`src/rtl/nand_ecc_pkg.sv`:
```
package nand_ecc_pkg;
  localparam int LEN_W  = 10;
  localparam int SZ_MIN = 2;
  localparam int SZ_MAX = 512;

  typedef logic [LEN_W-1:0] len_t;

  function automatic len_t clamp_len(input len_t v);
    if (v < len_t'(SZ_MIN))      return len_t'(SZ_MIN);
    else if (v > len_t'(SZ_MAX)) return len_t'(SZ_MAX);
    else                         return {v[LEN_W-1:1], 1'b0};
  endfunction
endpackage

```
`src/rtl/nand_ecc_cfg.sv`:
```
module nand_ecc_cfg
  import nand_ecc_pkg::*;
#(
  parameter int NSLOT = 9,
  parameter int CSW   = 3
) (
  input  logic             clk_i,
  input  logic             rst_ni,
  input  logic             we_i,
  input  len_t             size0_i,
  input  len_t             size1_i,
  input  logic [NSLOT-1:0] sel_i,
  input  logic             wide_i,
  input  logic [CSW-1:0]   cs_i,
  output len_t             size0_o,
  output len_t             size1_o,
  output logic [NSLOT-1:0] sel_o,
  output logic             wide_o,
  output logic [CSW-1:0]   cs_o
);
  always_ff @(posedge clk_i or negedge rst_ni) begin
    if (!rst_ni) begin
      size0_o <= len_t'(SZ_MIN);
      size1_o <= len_t'(SZ_MIN);
      sel_o   <= '0;
      wide_o  <= 1'b0;
      cs_o    <= '0;
    end else if (we_i) begin
      size0_o <= clamp_len(size0_i);
      size1_o <= clamp_len(size1_i);
      sel_o   <= sel_i;
      wide_o  <= wide_i;
      cs_o    <= cs_i;
    end
  end

  p_size_legal_r7: assert property (@(posedge clk_i) disable iff (!rst_ni)
    !size0_o[0] && !size1_o[0] && size0_o >= len_t'(SZ_MIN) && size1_o >= len_t'(SZ_MIN)
    && size0_o <= len_t'(SZ_MAX) && size1_o <= len_t'(SZ_MAX));
endmodule

```
`src/rtl/nand_ecc_acc.sv`:
```
module nand_ecc_acc
  import nand_ecc_pkg::*;
#(
  parameter int DW = 16
) (
  input  logic            clk_i,
  input  logic            rst_ni,
  input  logic            take_i,
  input  logic            clr_i,
  input  logic [DW-1:0]   data_i,
  input  len_t            len_i,
  output logic            done_o,
  output logic [2*DW-1:0] res_o
);
  len_t          cnt_q;
  logic [DW-1:0] col_q, row_q;
  logic [DW-1:0] col_nx, row_nx;
  len_t          cnt_nx;

  assign cnt_nx = cnt_q + 1'b1;
  // >= so a stale partial count can never run past a shorter length
  assign done_o = take_i && (cnt_nx >= len_i);
  assign col_nx = col_q ^ data_i;
  assign row_nx = row_q ^ ((^data_i) ? DW'(cnt_q) : '0);
  assign res_o  = {row_nx, col_nx};

  always_ff @(posedge clk_i or negedge rst_ni) begin
    if (!rst_ni) begin
      cnt_q <= '0;
      col_q <= '0;
      row_q <= '0;
    end else if (clr_i || done_o) begin
      cnt_q <= '0;
      col_q <= '0;
      row_q <= '0;
    end else if (take_i) begin
      cnt_q <= cnt_nx;
      col_q <= col_nx;
      row_q <= row_nx;
    end
  end

  p_cnt_cap_r3: assert property (@(posedge clk_i) disable iff (!rst_ni)
    cnt_q < len_t'(SZ_MAX));
  p_restart_r3: assert property (@(posedge clk_i) disable iff (!rst_ni)
    done_o |=> cnt_q == '0);
endmodule

```
`src/rtl/nand_ecc_bank.sv`:
```
module nand_ecc_bank #(
  parameter int NSLOT = 9,
  parameter int RW    = 32,
  parameter int PW    = 4
) (
  input  logic                clk_i,
  input  logic                rst_ni,
  input  logic                clr_i,
  input  logic                wr_i,
  input  logic [PW-1:0]       idx_i,
  input  logic [RW-1:0]       data_i,
  output logic [NSLOT*RW-1:0] res_o
);
  for (genvar gi = 0; gi < NSLOT; gi++) begin : g_slot
    logic [RW-1:0] slot_q;
    always_ff @(posedge clk_i or negedge rst_ni) begin
      if (!rst_ni)                              slot_q <= '0;
      else if (clr_i)                           slot_q <= '0;
      else if (wr_i && idx_i == PW'(gi + 1))    slot_q <= data_i;
    end
    assign res_o[gi*RW +: RW] = slot_q;
  end
endmodule

```
`src/rtl/nand_ecc_seq.sv`:
```
module nand_ecc_seq
  import nand_ecc_pkg::*;
#(
  parameter  int NSLOT = 9,
  parameter  int DW    = 16,
  parameter  int CSW   = 3,
  localparam int PW    = $clog2(NSLOT + 2),
  localparam int RW    = 2 * DW
) (
  input  logic                clk_i,
  input  logic                rst_ni,
  input  logic                cfg_we_i,
  input  logic                cfg_clear_i,
  input  logic [PW-1:0]       cfg_ptr_i,
  input  logic [LEN_W-1:0]    cfg_size0_i,
  input  logic [LEN_W-1:0]    cfg_size1_i,
  input  logic [NSLOT-1:0]    cfg_sel_i,
  input  logic                cfg_wide_i,
  input  logic [CSW-1:0]      cfg_cs_i,
  input  logic                en_we_i,
  input  logic                en_wdata_i,
  input  logic                beat_vld_i,
  input  logic [CSW-1:0]      beat_cs_i,
  input  logic [DW-1:0]       beat_data_i,
  output logic [PW-1:0]       ptr_o,
  output logic                en_o,
  output logic                busy_o,
  output logic [LEN_W-1:0]    size0_o,
  output logic [LEN_W-1:0]    size1_o,
  output logic [NSLOT*RW-1:0] res_o
);
  localparam int FROZEN = NSLOT + 1;

  logic [PW-1:0]    ptr_q, ptr_d, ptr_wr;
  logic             en_q, en_d, started_q;
  logic             cfg_ok, clr, take, done;
  len_t             size0_q, size1_q, seg_len;
  logic [NSLOT-1:0] sel_q;
  logic             wide_q;
  logic [CSW-1:0]   cs_q;
  logic [DW-1:0]    data_m;
  logic [RW-1:0]    seg_res;

  assign busy_o = en_q & started_q;
  assign cfg_ok = cfg_we_i & ~busy_o;
  assign clr    = cfg_ok & cfg_clear_i;

  nand_ecc_cfg #(.NSLOT(NSLOT), .CSW(CSW)) i_cfg (
    .clk_i, .rst_ni, .we_i(cfg_ok),
    .size0_i(cfg_size0_i), .size1_i(cfg_size1_i), .sel_i(cfg_sel_i),
    .wide_i(cfg_wide_i), .cs_i(cfg_cs_i),
    .size0_o(size0_q), .size1_o(size1_q), .sel_o(sel_q),
    .wide_o(wide_q), .cs_o(cs_q)
  );

  assign take   = beat_vld_i & en_q & (beat_cs_i == cs_q) & (ptr_q <= PW'(NSLOT));
  assign data_m = wide_q ? beat_data_i : {{(DW/2){1'b0}}, beat_data_i[DW/2-1:0]};

  always_comb begin
    seg_len = size0_q;
    for (int i = 0; i < NSLOT; i++)
      if (ptr_q == PW'(i + 1) && sel_q[i]) seg_len = size1_q;
  end

  nand_ecc_acc #(.DW(DW)) i_acc (
    .clk_i, .rst_ni, .take_i(take), .clr_i(clr), .data_i(data_m),
    .len_i(seg_len), .done_o(done), .res_o(seg_res)
  );

  nand_ecc_bank #(.NSLOT(NSLOT), .RW(RW), .PW(PW)) i_bank (
    .clk_i, .rst_ni, .clr_i(clr), .wr_i(done), .idx_i(ptr_q),
    .data_i(seg_res), .res_o(res_o)
  );

  assign ptr_wr = (cfg_ptr_i == '0)           ? PW'(1) :
                  (cfg_ptr_i > PW'(FROZEN))   ? PW'(FROZEN) : cfg_ptr_i;

  always_comb begin
    ptr_d = ptr_q;
    if (cfg_ok)    ptr_d = ptr_wr;
    else if (done) ptr_d = ptr_q + 1'b1;
    en_d = en_q;
    if (ptr_d == PW'(FROZEN)) en_d = 1'b0;   // freeze beats any enable write
    else if (en_we_i)         en_d = en_wdata_i;
  end

  always_ff @(posedge clk_i or negedge rst_ni) begin
    if (!rst_ni) begin
      ptr_q     <= PW'(1);
      en_q      <= 1'b0;
      started_q <= 1'b0;
    end else begin
      ptr_q     <= ptr_d;
      en_q      <= en_d;
      started_q <= en_d & (started_q | take);
    end
  end

  assign ptr_o   = ptr_q;
  assign en_o    = en_q;
  assign size0_o = size0_q;
  assign size1_o = size1_q;

  p_ptr_range_r4: assert property (@(posedge clk_i) disable iff (!rst_ni)
    ptr_q >= PW'(1) && ptr_q <= PW'(FROZEN));
  p_frozen_off_r5: assert property (@(posedge clk_i) disable iff (!rst_ni)
    ptr_q == PW'(FROZEN) |-> !en_q);
  p_advance_r3: assert property (@(posedge clk_i) disable iff (!rst_ni)
    (done && !cfg_we_i) |=> ptr_q == $past(ptr_q) + 1'b1);
  p_cfg_hold_r8: assert property (@(posedge clk_i) disable iff (!rst_ni)
    (busy_o && cfg_we_i) |=> $stable(size0_q) && $stable(size1_q) && $stable(cs_q) && $stable(wide_q));
  p_idle_beat_r1: assert property (@(posedge clk_i) disable iff (!rst_ni)
    (!en_q && !cfg_we_i) |=> $stable(ptr_q) && $stable(res_o));
endmodule

```
`config.mk`:
```
export PLATFORM = sky130hd
export DESIGN_NAME = nand_ecc_seq
export DESIGN_NICKNAME = d
export VERILOG_FILES = /design/src/rtl/nand_ecc_pkg.sv /design/src/rtl/nand_ecc_cfg.sv /design/src/rtl/nand_ecc_acc.sv /design/src/rtl/nand_ecc_bank.sv /design/src/rtl/nand_ecc_seq.sv
export SDC_FILE = /design/constraint.sdc
export NUM_CORES = 1
export LEC_CHECK = 0
export BUFFER_PORTS_ARGS = -buffer_cell sky130_fd_sc_hd__buf_4
export CAP_MARGIN = 20
export CORE_MARGIN = 5
export CORE_UTILIZATION = 48
export DETAILED_ROUTE_END_ITERATION = 16
export GPL_TIMING_DRIVEN = 1
export PLACE_DENSITY = 0.78
export SYNTH_ARGS = -nofsm -noshare
export SYNTH_HDL_FRONTEND = slang
export SYNTH_SLANG_ARGS = --single-unit
```
`constraint.sdc`:
```
create_clock -name clk_i -period 3.9 [get_ports clk_i]
set_input_delay 0.585 -clock clk_i [delete_from_list [all_inputs] [get_ports clk_i]]
set_output_delay 0.585 -clock clk_i [all_outputs]
set_load 0.05 [all_outputs]
```
# After elaboration in Yosys (flattened, before gate mapping)
# Cells that the tools add are included.
[word_totals]
latchBits = 0
reg_bits = 369
ram_bits = 0
out_inout_bits = 314
rom_bits = 0
memories = 0
wordCells = 128
[op_classes]
div_mod_pow = 0
reduce_logical = 32
n_lt_le_gt_ge = 7
n_addsub = 2
multipliers = 0
mux = 45
shifts = 0
n_bitwise = 11
n_eq_ne = 11
[ops]
columns = ["operator", "n"]
rows = [
  ["32-bit two-way mux", 18],
  ["10-bit two-way mux", 16],
  ["16-bit two-way mux", 5],
  ["16-bit bitwise XOR", 2],
  ["10-bit greater-than comparator (second input constant)", 2],
  ["10-bit by 2-bit less-than comparator with 1-bit output (second input constant)", 2],
  ["2-bit nonzero test", 10],
  ["1-bit logical AND", 19],
  ["4-bit by 3-bit == test with 1-bit output (second input constant)", 4],
  ["4-bit two-way mux", 4],
  ["16-bit XOR reduction", 1],
  ["4-bit == test (second input constant)", 3],
  ["10-bit by 1-bit adder with 10-bit output (second input constant)", 1],
  ["10-bit greater-or-equal comparator", 1],
  ["4-bit by 2-bit == test with 1-bit output (second input constant)", 2],
  ["1-bit bitwise AND", 7],
  ["4-bit by 1-bit adder with 4-bit output (second input constant)", 1],
  ["4-bit by 1-bit == test with 1-bit output (second input constant)", 1],
  ["4-bit greater-than comparator (second input constant)", 1],
  ["4-bit less-or-equal comparator (second input constant)", 1],
  ["4-bit zero test", 1],
  ["3-bit == test", 1],
  ["1-bit two-way mux", 2],
  ["1-bit logical OR", 1],
  ["other kinds (2)", 2],
]

# Logic depth before layout (Yosys ltp)
# Gate-level depths: netlist (run 1).
[logic_depth]
ltp_word = 18
ltp_mapped = 17
depth_no_buf = 15

# Hierarchy
# From an unflattened synthesis (run 1), not the netlist that was laid out.
[unflattened]
cells_unflattened = 1566
hier_area_um2 = 17710.7
[modules_own_cells]
columns = ["mod", "area_each_um2", "seq_area_each_um2", "instances", "cells_each"]
rows = [
  ["nand_ecc_bank", 12712.2, 7206.9, 1, 1009],
  ["nand_ecc_acc", 2972.9, 900.9, 1, 370],
  ["nand_ecc_cfg", 1315.0, 778.2, 1, 107],
  ["nand_ecc_seq", 710.7, 151.4, 1, 80],
]

# Least setup slack after synthesis (run 1)
# Ideal clock, no wire load.
[synth_timing]
path_type = "flip-flop to flip-flop"
from = "register ptr_q[0], in the netlist ptr_o[0]"
to = "register i_bank.g_slot[0].slot_q[18]"
stages_incl_launch_ff = 17
slack_ns = -0.224
setup_ns = 0.092
required_ns = 3.808
arrival_ns = 4.032
path_cell_list = "dfstp_2 -> inv_1 -> ha_1 -> a22o_1 -> a221oi_1 -> o21ai_0 -> nand2_1 -> mux2_2 -> ha_1 -> a21boi_1 -> o21ai_1 -> o32ai_4 -> nor2_4 -> a31oi_2 -> clkbuf_1 -> nand2_1 -> o31ai_2"
[synth_between]
elab_chain_len = 15
elab_cells_between_ends = 33
classes_between = "2 x order compare; 9 x eq/ne; 9 x mux; 1 x bitwise; 12 x reduce/logical"
[synth_lines]
columns = ["item", "line", "text"]
rows = [
  ["start, declared", "nand_ecc_seq.sv:34", "logic [PW-1:0] ptr_q, ptr_d, ptr_wr;"],
  ["start signal, assigned", "nand_ecc_seq.sv:93", "ptr_q <= ptr_d;"],
  ["4-bit by 1-bit == test with 1-bit output", "nand_ecc_bank.sv:19, nand_ecc_seq.sv:62", ""],
  ["1-bit logical AND", "nand_ecc_seq.sv:62", "if (ptr_q == PW'(i + 1) && sel_q[i]) seg_len = size1_q;"],
  ["10-bit two-way mux (9 in series)", "nand_ecc_seq.sv:62", ""],
  ["10-bit greater-or-equal comparator", "nand_ecc_acc.sv:22", "assign done_o = take_i && (cnt_nx >= len_i);"],
  ["1-bit logical AND", "nand_ecc_acc.sv:22", ""],
  ["1-bit logical AND *", "nand_ecc_bank.sv:19", "else if (wr_i && idx_i == PW'(gi + 1)) slot_q <= data_i;"],
  ["2-bit nonzero test (no source line) *", "--", ""],
  ["end signal, assigned", "nand_ecc_bank.sv:19", ""],
  ["end, declared", "nand_ecc_bank.sv:15", "logic [RW-1:0] slot_q;"],
]
# Mark *: on every way between the ends. The rest lies on a longest branch, timed or not.
# A chain may end at the register's enable or synchronous reset.

# Worst setup path after layout (run 1)
[layout_timing]
from = "register ptr_q[0], in the netlist ptr_o[0]"
to = "register i_bank.g_slot[4].slot_q[20]"
[layout_between]
elab_chain_len = 15
elab_cells_between_ends = 33
classes_between = "2 x order compare; 9 x eq/ne; 9 x mux; 1 x bitwise; 12 x reduce/logical"
[layout_lines]
columns = ["item", "line"]
rows = [
  ["4-bit by 1-bit == test with 1-bit output", "nand_ecc_seq.sv:62"],
  ["1-bit logical AND", "nand_ecc_seq.sv:62"],
  ["10-bit two-way mux (9 in series)", "nand_ecc_seq.sv:62"],
  ["10-bit greater-or-equal comparator", "nand_ecc_acc.sv:22"],
  ["1-bit logical AND", "nand_ecc_acc.sv:22"],
  ["1-bit logical AND *", "nand_ecc_bank.sv:19"],
  ["2-bit nonzero test (no source line) *", "--"],
  ["end signal, assigned", "nand_ecc_bank.sv:19"],
  ["end, declared", "nand_ecc_bank.sv:15"],
]
# Marked as above.

==> results.json, run 1 <==
{
  "ant_nets": 0,
  "crit_path_end_kind": "flip-flop",
  "path_cells": "inv_2 -> ha_2 -> a22o_1 -> a221oi_2 -> o21ai_1 -> nand2_2 -> mux2_2 -> ha_1 -> a21boi_2 -> o21ai_2 -> o32ai_4 -> nor2_4 -> buf_12 -> a31oi_4 -> buf_12 -> clkbuf_16 -> nand2_1 -> o31ai_1",
  "ir_drop_uv": 346,
  "cts_tree": "yes",
  "hold_path.class": "in -> async",
  "tightest_slew_ns": 0.994,
  "netlist_area_sq_um": 13900,
  "synth_flop_cell": "dfrtp_1",
  "start_kind": "flip-flop",
  "rows": 62,
  "nets": 1722,
  "die_w_microns": 180,
  "path_max_fanout": 26,
  "final_cell_mix": "buf_4 (396), dfrtp_1 (313), nand2_1 (282)",
  "cts_root_buffer": "clkbuf_16",
  "drt_first_pass_iters": 5,
  "grt_pass1_wl_mm": 61.9,
  "setup_viol": 0,
  "wl_mm": 42.3,
  "area_growth_pct": 33.5,
  "num_vias": 11265,
  "yosysSeqAreaShare_pct": 56.9,
  "grt_overflow": 0,
  "ys_types": 64,
  "ys_seq_elements": 316,
  "finClkSkew_ns": 0.0135,
  "fin_util_pct": 64.7,
  "critPathLaunch": "ptr_o[0]",
  "layout_min_cycle_time_ns": 3.76,
  "wire_per_inst_microns": 20.6,
  "synth-edff-count": 0,
  "required_ns": 4.30,
  "fmax_mhz": 266,
  "crit_path_frequent_cell": "buf_12",
  "cts_hold_buffers": 0,
  "critPathKind": "reg -> reg",
  "initial_core_util_pct": 48.5,
  "power.leakage_nw": 9.08,
  "clock_path_buffers": 3,
  "finalCritPeriodShare_pct": 96.5,
  "drive_gt1_share_pct": 35.5,
  "cts_sinks": 316,
  "drv_cap": 0,
  "async_flop_share_pct": 100,
  "dieArea_sq_um": 32500,
  "htreeDepth": 2,
  "core_sq_um": 28700,
  "pin_count": 377,
  "cts.reportedPaths.clkPinSlew_ns": 0.06,
  "fin_cells": 2054,
  "grt_max_degree": 78,
  "cp_slowest_cell": "dfstp_2",
  "cts_made_buffers": 34,
  "hold_viol_final": 0,
  "fin_hold_ws_ns": 0.0566,
  "path_delay_family": "compound AO/OA/AOI/OAI gates",
  "clk_latency_ns": 0.51,
  "gp_congestion": 0.867,
  "max_slew_margin_pct": 33.6,
  "powerDensity_nw_per_um2": 473,
  "placed_cells": 1967,
  "slowest_delay_ns": 0.58,
  "grt_pass1_vias": 10993,
  "syn_avg_cell_area_sq_um": 10.6,
  "mostFrequentLayoutCell": "buf_4",
  "cp.arrival_ns": 4.16,
  "critPathBufInv": 4,
  "grt_usage_pct": 23.4,
  "maxSlewViolCount": 0,
  "yosys_warnings": 0,
  "syn_inst": 1309,
  "drc": 0,
  "die_height_microns": 180,
  "via_per_inst": 5.48,
  "antenna_found_initial": 0,
  "status": "complete, no violations",
  "drtIter0Drc": 812,
  "dp_hpwl_mm": 28.2,
  "regToRegStartpoint": "ptr_o[0]",
  "io_buffers": 374
}
[sequential cells by signal (all words and copies together), names as in the netlist, 3 cells and up]
| signal | cells |
|---|---|
| i_acc.col_q | 16 |
| i_acc.row_q | 10 |
| ptr_o | 4 |
| i_cfg.size1_o | 9 |
| i_acc.cnt_q | 10 |
| i_cfg.size0_o | 9 |
| i_cfg.cs_o | 3 |
| i_cfg.sel_o | 9 |
| i_bank.g_slot.slot_q | 243 |
[logic make-up after synthesis]
family / share of synthesized area [%]
simple gates: 13.6
compound gates: 17.1
flops: 56.9
buf+inv: 5.60
xor+xnor: 4.71
fa+ha+maj: 1.42
mux: 0.728
other cells: 0.0269
[cell type report]
type                    instances  area [sq um]
flip-flops and latches        316          7910
clock inverters                14           145
diodes                          1          2.50
clock buffers                  47           971
inverters                      10          37.5
multi-input cells             850          5340
repair buffers                432          3690
fillers                      2236         10100
well taps                     384           480
[through the flow]
step           total power [mW]  area, sq um  setup TNS, ns  worst slack (ns)
6_report                   8.78        18600              0             0.135
5_1_grt                    9.12        18600         -0.737           -0.0506
4_1_cts                    8.74        18100              0           0.00812
3_5_place_dp               5.54        17000        -0.0531           -0.0418
3_3_place_gp               5.50        17000              0             0.179
2_1_floorplan              4.82        13900              0           0.00364
[final timing paths]
path	endpoint	slack [ns]	cells past startpoint
worst max-delay path	i_bank.g_slot[4].slot_q[20]	0.14	18
min in group clk_i	i_cfg.sel_o[4]	0.27	3
worst max register to register	i_bank.g_slot[4].slot_q[20]	0.14	18
max in group asynchronous	i_cfg.size1_o[4]	2.82	2
worst min register to register	i_bank.g_slot[0].slot_q[17]	0.48	2
worst min-delay path	i_bank.g_slot[6].slot_q[11]	0.06	1
[synthesized netlist by cell type (all sizes together) (4+ instances only)]
library cell    n  area (sq um)
a211oi         21           238
a21oi           7          35.0
a221o           9          90.1
a22o           21           184
a31o           17           149
a31oi          10           133
a32o            4          40.0
and2            9          56.3
and3           20           175
buf            87           562
clkbuf         48           180
dfrtp         313          7830
ha             15           188
inv            10          37.5
mux2i           9          90.1
nand2         284          1070
nand3          29           150
nor2           70           270
o21ai         157           790
o31ai          72           576
or2             8          50.1
xnor2          30           454
xor2           23           201
[report_power, final]
group	switching, mW	internal [mW]
combinational	1.37	0.575
clock	1.30	1.89
sequential	0.152	3.49
[metal layers]
| metal | global-route usage (%) | vias to the layer above | routed length (microns) |
|---|---|---|---|
| met4 | 8.35 | 0 | 1520 |
| li1 | - | 5162 | - |
| met3 | 5.63 | 93 | 3130 |
| met2 | 38.8 | 505 | 20700 |
| met1 | 30.4 | 5505 | 16900 |
| met5 | 0 | - | 0 |
[what timing repair did]
item / in CTS / in global routing
cloned: 0 / 13
pin swaps: 0 / 17
endpoints found under the setup margin: 16 / 267
buffers inserted: 1 / 11
resized for setup: 2 / 19
Power figures use the tool's default switching activity.
==> run 2: changes to the inputs <==
--- a/config.mk
+++ b/config.mk
@@ -8,10 +8,11 @@
 export BUFFER_PORTS_ARGS = -buffer_cell sky130_fd_sc_hd__buf_4
 export CAP_MARGIN = 20
 export CORE_MARGIN = 5
-export CORE_UTILIZATION = 48
+export CORE_UTILIZATION = 40
 export DETAILED_ROUTE_END_ITERATION = 16
 export GPL_TIMING_DRIVEN = 1
-export PLACE_DENSITY = 0.78
+export PLACE_DENSITY = 0.67
+export SETUP_SLACK_MARGIN = 0.15
 export SYNTH_ARGS = -nofsm -noshare
 export SYNTH_HDL_FRONTEND = slang
 export SYNTH_SLANG_ARGS = --single-unit
==> run 2 against run 1 <==
  * Core utilization decreased by 6.0 points
  * Total power increased by 4.0%
  * Clock power grew 3%
  * First-iteration DRC count is 19% lower
  * Critical endpoint is now i_bank.g_slot[8].slot_q[21]
  * Largest power group unchanged
  * Highest routed layer unchanged
==> results.json, run 2 (same netlist as run 1, synthesis figures left out) <==
{
  "hold_viol_final": 0,
  "crit_path_frequent_cell": "buf_12",
  "setup_viol": 0,
  "status": "complete, no violations",
  "required_ns": 4.31,
  "finalCritPeriodShare_pct": 97.4,
  "layout_min_cycle_time_ns": 3.80,
  "cp.arrival_ns": 4.21,
  "wire_per_inst_microns": 22.2,
  "max_slew_margin_pct": 31.2,
  "cts_made_buffers": 34,
  "largestRegisters": "i_bank.g_slot.slot_q: 243 flops, i_acc.col_q: 16 flops",
  "die_w_microns": 197,
  "grt_max_degree": 111,
  "drt_first_pass_iters": 5,
  "maxSlewViolCount": 0,
  "powerDensity_nw_per_um2": 451,
  "pin_count": 377,
  "start_kind": "flip-flop",
  "antenna_found_initial": 0,
  "slowest_delay_ns": 0.66,
  "htreeDepth": 2,
  "finClkSkew_ns": 0.0184,
  "io_buffers": 374,
  "drtIter0Drc": 655,
  "dieArea_sq_um": 38600,
  "ir_drop_uv": 303,
  "crit_path_end_kind": "flip-flop",
  "ant_nets": 0,
  "via_per_inst": 5.41,
  "drv_cap": 0,
  "nets": 1761,
  "cts_sinks": 316,
  "cts_tree": "yes",
  "mostFrequentLayoutCell": "buf_4",
  "grt_usage_pct": 21.0,
  "hold_path.class": "in -> async",
  "fmax_mhz": 263,
  "grt_pass1_wl_mm": 64.2,
  "cp_slowest_cell": "dfstp_4",
  "critPathKind": "reg -> reg",
  "die_height_microns": 197,
  "grt_pass1_vias": 10831,
  "clk_latency_ns": 0.51,
  "antenna_cells_inserted": 0,
  "drive_gt1_share_pct": 46.3,
  "final_cell_mix": "buf_4 (400), dfrtp_1 (312), nand2_1 (206)",
  "grt_overflow": 0,
  "path_max_fanout": 12,
  "core_sq_um": 34500,
  "largest_register_ffs": 243,
  "largest-register": "i_bank.g_slot.slot_q",
  "wl_mm": 48.1,
  "fin_hold_ws_ns": 0.134,
  "cts_hold_buffers": 0,
  "cts_root_buffer": "clkbuf_16",
  "initial_core_util_pct": 40.4,
  "dp_hpwl_mm": 28.7,
  "fin_util_pct": 58.7,
  "rsz0062_at_grt": "yes",
  "rows": 68,
  "tightest_slew_ns": 1.03,
  "num_vias": 11711,
  "clock_path_buffers": 3,
  "drc": 0,
  "cts.reportedPaths.clkPinSlew_ns": 0.06,
  "area_growth_pct": 45.4,
  "gp_congestion": 0.856,
  "power.leakage_nw": 9.79,
  "path_cells": "inv_6 -> ha_4 -> a22o_1 -> a221oi_2 -> o21ai_1 -> nand2_2 -> mux2_4 -> ha_1 -> a21boi_2 -> o21ai_2 -> o32ai_4 -> nor2_4 -> buf_12 -> buf_4 -> a31oi_4 -> buf_12 -> clkbuf_16 -> nand2_1 -> o31ai_1"
}
run 2: final timing paths:
| path | start | to | slack (ns) | cells past startpoint |
|---|---|---|---|---|
| worst max register to register | ptr_o[0] | i_bank.g_slot[8].slot_q[21] | 0.10 | 19 |
| min in group clk_i | cfg_size0_i[9] | i_cfg.size0_o[1] | 0.26 | 2 |
| worst max-delay path | ptr_o[0] | i_bank.g_slot[8].slot_q[21] | 0.10 | 19 |
| worst min register to register | i_bank.g_slot[7].slot_q[16] | i_bank.g_slot[7].slot_q[16] | 0.48 | 2 |
| worst min-delay path | rst_ni | i_bank.g_slot[6].slot_q[12] | 0.13 | 1 |
| max in group asynchronous | rst_ni | i_bank.g_slot[5].slot_q[16] | 2.71 | 2 |
run 2: final cells by class:
type | count | area (sq um)
clock inverters | 16 | 201
inverters | 10 | 42.5
repair buffers | 469 | 4410
multi-input cells | 852 | 6160
flip-flops and latches | 316 | 7920
well taps | 455 | 569
clock buffers | 45 | 942
fillers | 2790 | 14200
run 2: metal layers:
layer	vias up	part of all wire, %	global-route usage [%]	wire, microns
met4	0	3.4	6.49	1640
met1	5834	40	28.7	19300
met3	90	7.2	3.97	3480
met5	-	0	0	0
met2	514	49	34.1	23700
li1	5273	-	-	-
run 2: report_power, final:
part           switching, mW  total [mW]  internal [mW]
sequential             0.179        3.67           3.49
clock                   1.33        3.31           1.98
combinational           1.46        2.16          0.692
run 2: per-stage QoR:
step | instances | setup WS (ns) | TNS (ns) | cell area [sq um] | power (mW)
6_report | 2163 | 0.102 | 0 | 20200 | 9.14
5_1_grt | 2163 | -0.0197 | -0.120 | 20200 | 9.46
4_1_cts | 2119 | 0.138 | 0 | 18500 | 8.91
3_5_place_dp | 2039 | 0.0559 | 0 | 17100 | 5.55
3_3_place_gp | 2039 | 0.132 | 0 | 17100 | 5.53
2_1_floorplan | 1310 | 0.148 | 0 | 14000 | 4.83
run 2: timing repair:
item | CTS | global route
cloned | 6 | 33
hold endpoints to repair | 0 | 0
setup endpoints to repair | 180 | 259
gates resized for setup | 18 | 309
pin swaps | 9 | 81
buffers inserted | 13 | 11
run 2: critical path: cells and delay by family (launching register included):
family,cells,cell delay (ns)
multiplexers,1,0.32
AO/OA/AOI/OAI,8,1.27
AND/OR/NAND/NOR,3,0.34
flip-flops,1,0.66
adder cells (fa/ha/maj),2,0.43
buffers and inverters,5,0.67
==> run 3: changes to the inputs <==
--- a/config.mk
+++ b/config.mk
@@ -9,6 +9,7 @@
 export CAP_MARGIN = 20
 export CORE_MARGIN = 5
 export CORE_UTILIZATION = 40
+export CTS_BUF_LIST = sky130_fd_sc_hd__clkbuf_4 sky130_fd_sc_hd__clkbuf_8
 export DETAILED_ROUTE_END_ITERATION = 16
 export GPL_TIMING_DRIVEN = 1
 export PLACE_DENSITY = 0.67
==> run 3 against run 2 <==
  * Total power shrank 6.5%
  * Register-to-register slack better by 0.12 ns
  * Sequential share of layout area rose by 3.5 points
  * First-iteration DRC count down 2.3%
  * Via count fell by 5.4%
  * Critical path depth fell by 1
  * Core utilization fell by 4.8 points
  * Combinational power shrank 11%
  * Global-route usage fell by 0.49 points
  * Sequential power is essentially flat
  * Worst setup slack better by 0.12 ns
  * Clock power down 10%
==> results.json, run 3 (same netlist as run 1, synthesis figures left out) <==
{
  "mostFrequentLayoutCell": "buf_4",
  "drtIter0Drc": 640,
  "cts_tree": "yes",
  "crit_path_end_kind": "flip-flop",
  "clock_path_buffers": 3,
  "clk_latency_ns": 0.58,
  "io_buffers": 374,
  "rsz0062_at_grt": "yes",
  "die_height_microns": 197,
  "r2r_slack_ns": 0.23,
  "regToRegStartpoint": "ptr_o[0]",
  "grt_pass1_vias": 10751,
  "antenna_found_initial": 1,
  "setup_viol": 0,
  "hold_path.class": "in -> async",
  "via_per_inst": 5.16,
  "cp.arrival_ns": 4.09,
  "worstReg2RegEnd": "i_bank.g_slot[3].slot_q[24]",
  "power.leakage_nw": 9.06,
  "grt_pass1_wl_mm": 62.9,
  "cts.reportedPaths.clkPinSlew_ns": 0.06,
  "area_growth_pct": 33.6,
  "layout_min_cycle_time_ns": 3.67,
  "rows": 68,
  "fmax_mhz": 272,
  "hold_viol_final": 0,
  "core_sq_um": 34500,
  "cts_sinks": 316,
  "status": "complete, no violations",
  "ir_drop_uv": 273,
  "drc": 0,
  "required_ns": 4.32,
  "largestRegisters": "i_bank.g_slot.slot_q: 243 flops, i_acc.col_q: 16 flops",
  "fin_cells": 2150,
  "nFillCells": 3026,
  "path_cells": "inv_4 -> ha_4 -> a22o_1 -> a221oi_2 -> o21ai_1 -> nand2_2 -> buf_4 -> mux2i_1 -> ha_1 -> o21ai_2 -> a21oi_2 -> o32ai_4 -> nor2_4 -> buf_12 -> a31oi_4 -> buf_12 -> clkbuf_16 -> o31ai_1",
  "drt_first_pass_iters": 5,
  "finClkSkew_ns": 0.0247,
  "final_cell_mix": "buf_4 (398), dfrtp_1 (312), nand2_1 (282)",
  "htreeDepth": 2,
  "r2r_cells": 18,
  "grt_max_degree": 111,
  "path_max_fanout": 15,
  "grt_usage_pct": 20.5,
  "drv_cap": 0,
  "drive_gt1_share_pct": 37.4,
  "cp_slowest_cell": "dfstp_4",
  "die_w_microns": 197,
  "gp_congestion": 0.856,
  "tightest_slew_ns": 0.885,
  "max_slew_margin_pct": 41.0,
  "dieArea_sq_um": 38600,
  "powerDensity_nw_per_um2": 460,
  "largest_register_ffs": 243,
  "fin_setup_tns_ns": 0,
  "finalPower_mw": 8.55,
  "crit_path_frequent_cell": "buf_12",
  "pin_count": 377,
  "fin_hold_ws_ns": 0.0634,
  "critPathLaunch": "ptr_o[0]",
  "placed_cells": 2039,
  "initial_core_util_pct": 40.4,
  "largest-register": "i_bank.g_slot.slot_q",
  "finalCritPeriodShare_pct": 94.2,
  "num_vias": 11084,
  "nets": 1737,
  "wl_mm": 42.7,
  "antenna_cells_inserted": 0,
  "critPathKind": "reg -> reg",
  "dp_hpwl_mm": 28.7,
  "wire_per_inst_microns": 19.9,
  "start_kind": "flip-flop",
  "maxSlewViolCount": 0,
  "cts_made_buffers": 51,
  "cts_root_buffer": "clkbuf_8",
  "slowest_delay_ns": 0.66,
  "ant_nets": 0,
  "grt_overflow": 0
}
run 3: cell types whose count changed in the layout (fill, tap and decap cells not counted), sizes merged:
cell	previous run	this run
and3	23	21
buf	447	425
inv	12	11
clkbuf	67	84
bufinv	4	1
clkinv	9	7
run 3: final cells by class:
type	count	area, sq um	share of cell area [%]
clock buffers	79	981	5.28
multi-input cells	850	5380	28.9
repair buffers	430	3610	19.4
flip-flops and latches	316	7920	42.6
inverters	10	40.0	0.215
well taps	455	569	3.06
clock inverters	10	92.6	0.498
run 3: report_power, final:
group          switching, mW  total [mW]  internal [mW]  leakage [nW]
clock                   1.30        2.97           1.67         0.573
combinational           1.36        1.93          0.573          4.24
sequential             0.149        3.64           3.49          4.25
total                   2.81        8.55           5.73          9.06
run 3: timing repair:
| action | in CTS | in global routing |
|---|---|---|
| endpoints found under the setup margin | 161 | 257 |
| buffers inserted | 3 | 9 |
| gates cloned | 2 | 8 |
| hold buffers | 0 | 0 |
| pin swaps | 0 | 9 |
| gates resized for setup | 11 | 22 |
| endpoints found under the hold margin | 0 | 0 |
run 3: worst max path at each step:
| stage | to | depth (start not counted) |
|---|---|---|
| floorplan | i_bank.g_slot[1].slot_q[12] | 17 |
| global placement | i_bank.g_slot[2].slot_q[5] | 16 |
| detailed placement | i_bank.g_slot[2].slot_q[7] | 16 |
| CTS | i_bank.g_slot[6].slot_q[16] | 16 |
| global route | i_bank.g_slot[1].slot_q[10] | 19 |
| finish | i_bank.g_slot[3].slot_q[24] | 18 |
run 3: layer usage:
layer	share of wire (%)	vias up	global-route usage, %
met5	0	-	0
met1	42	5415	27.9
li1	-	5190	-
met4	2.7	0	6.49
met2	48	418	32.9
met3	7.0	61	4.38
run 3: worst max-delay path, delay by kind of cell, from the launching register on:
| family | cells | cell delay (ns) |
|---|---|---|
| muxes | 1 | 0.18 |
| DFF | 1 | 0.66 |
| and+or+nand+nor | 2 | 0.24 |
| AOI/OAI and AO/OA | 8 | 1.32 |
| buffers and inverters | 5 | 0.70 |
| adders and majority gates | 2 | 0.41 |
run 3: per-stage QoR:
step | utilization (%) | worst slack [ns] | instance area [sq um]
2_1_floorplan | - | 0.148 | 14000
3_3_place_gp | 49.5 | 0.132 | 17100
3_5_place_dp | 49.5 | 0.0559 | 17100
4_1_cts | 53.0 | 0.155 | 18300
5_1_grt | 53.9 | 0.0855 | 18600
6_report | 53.9 | 0.227 | 18600
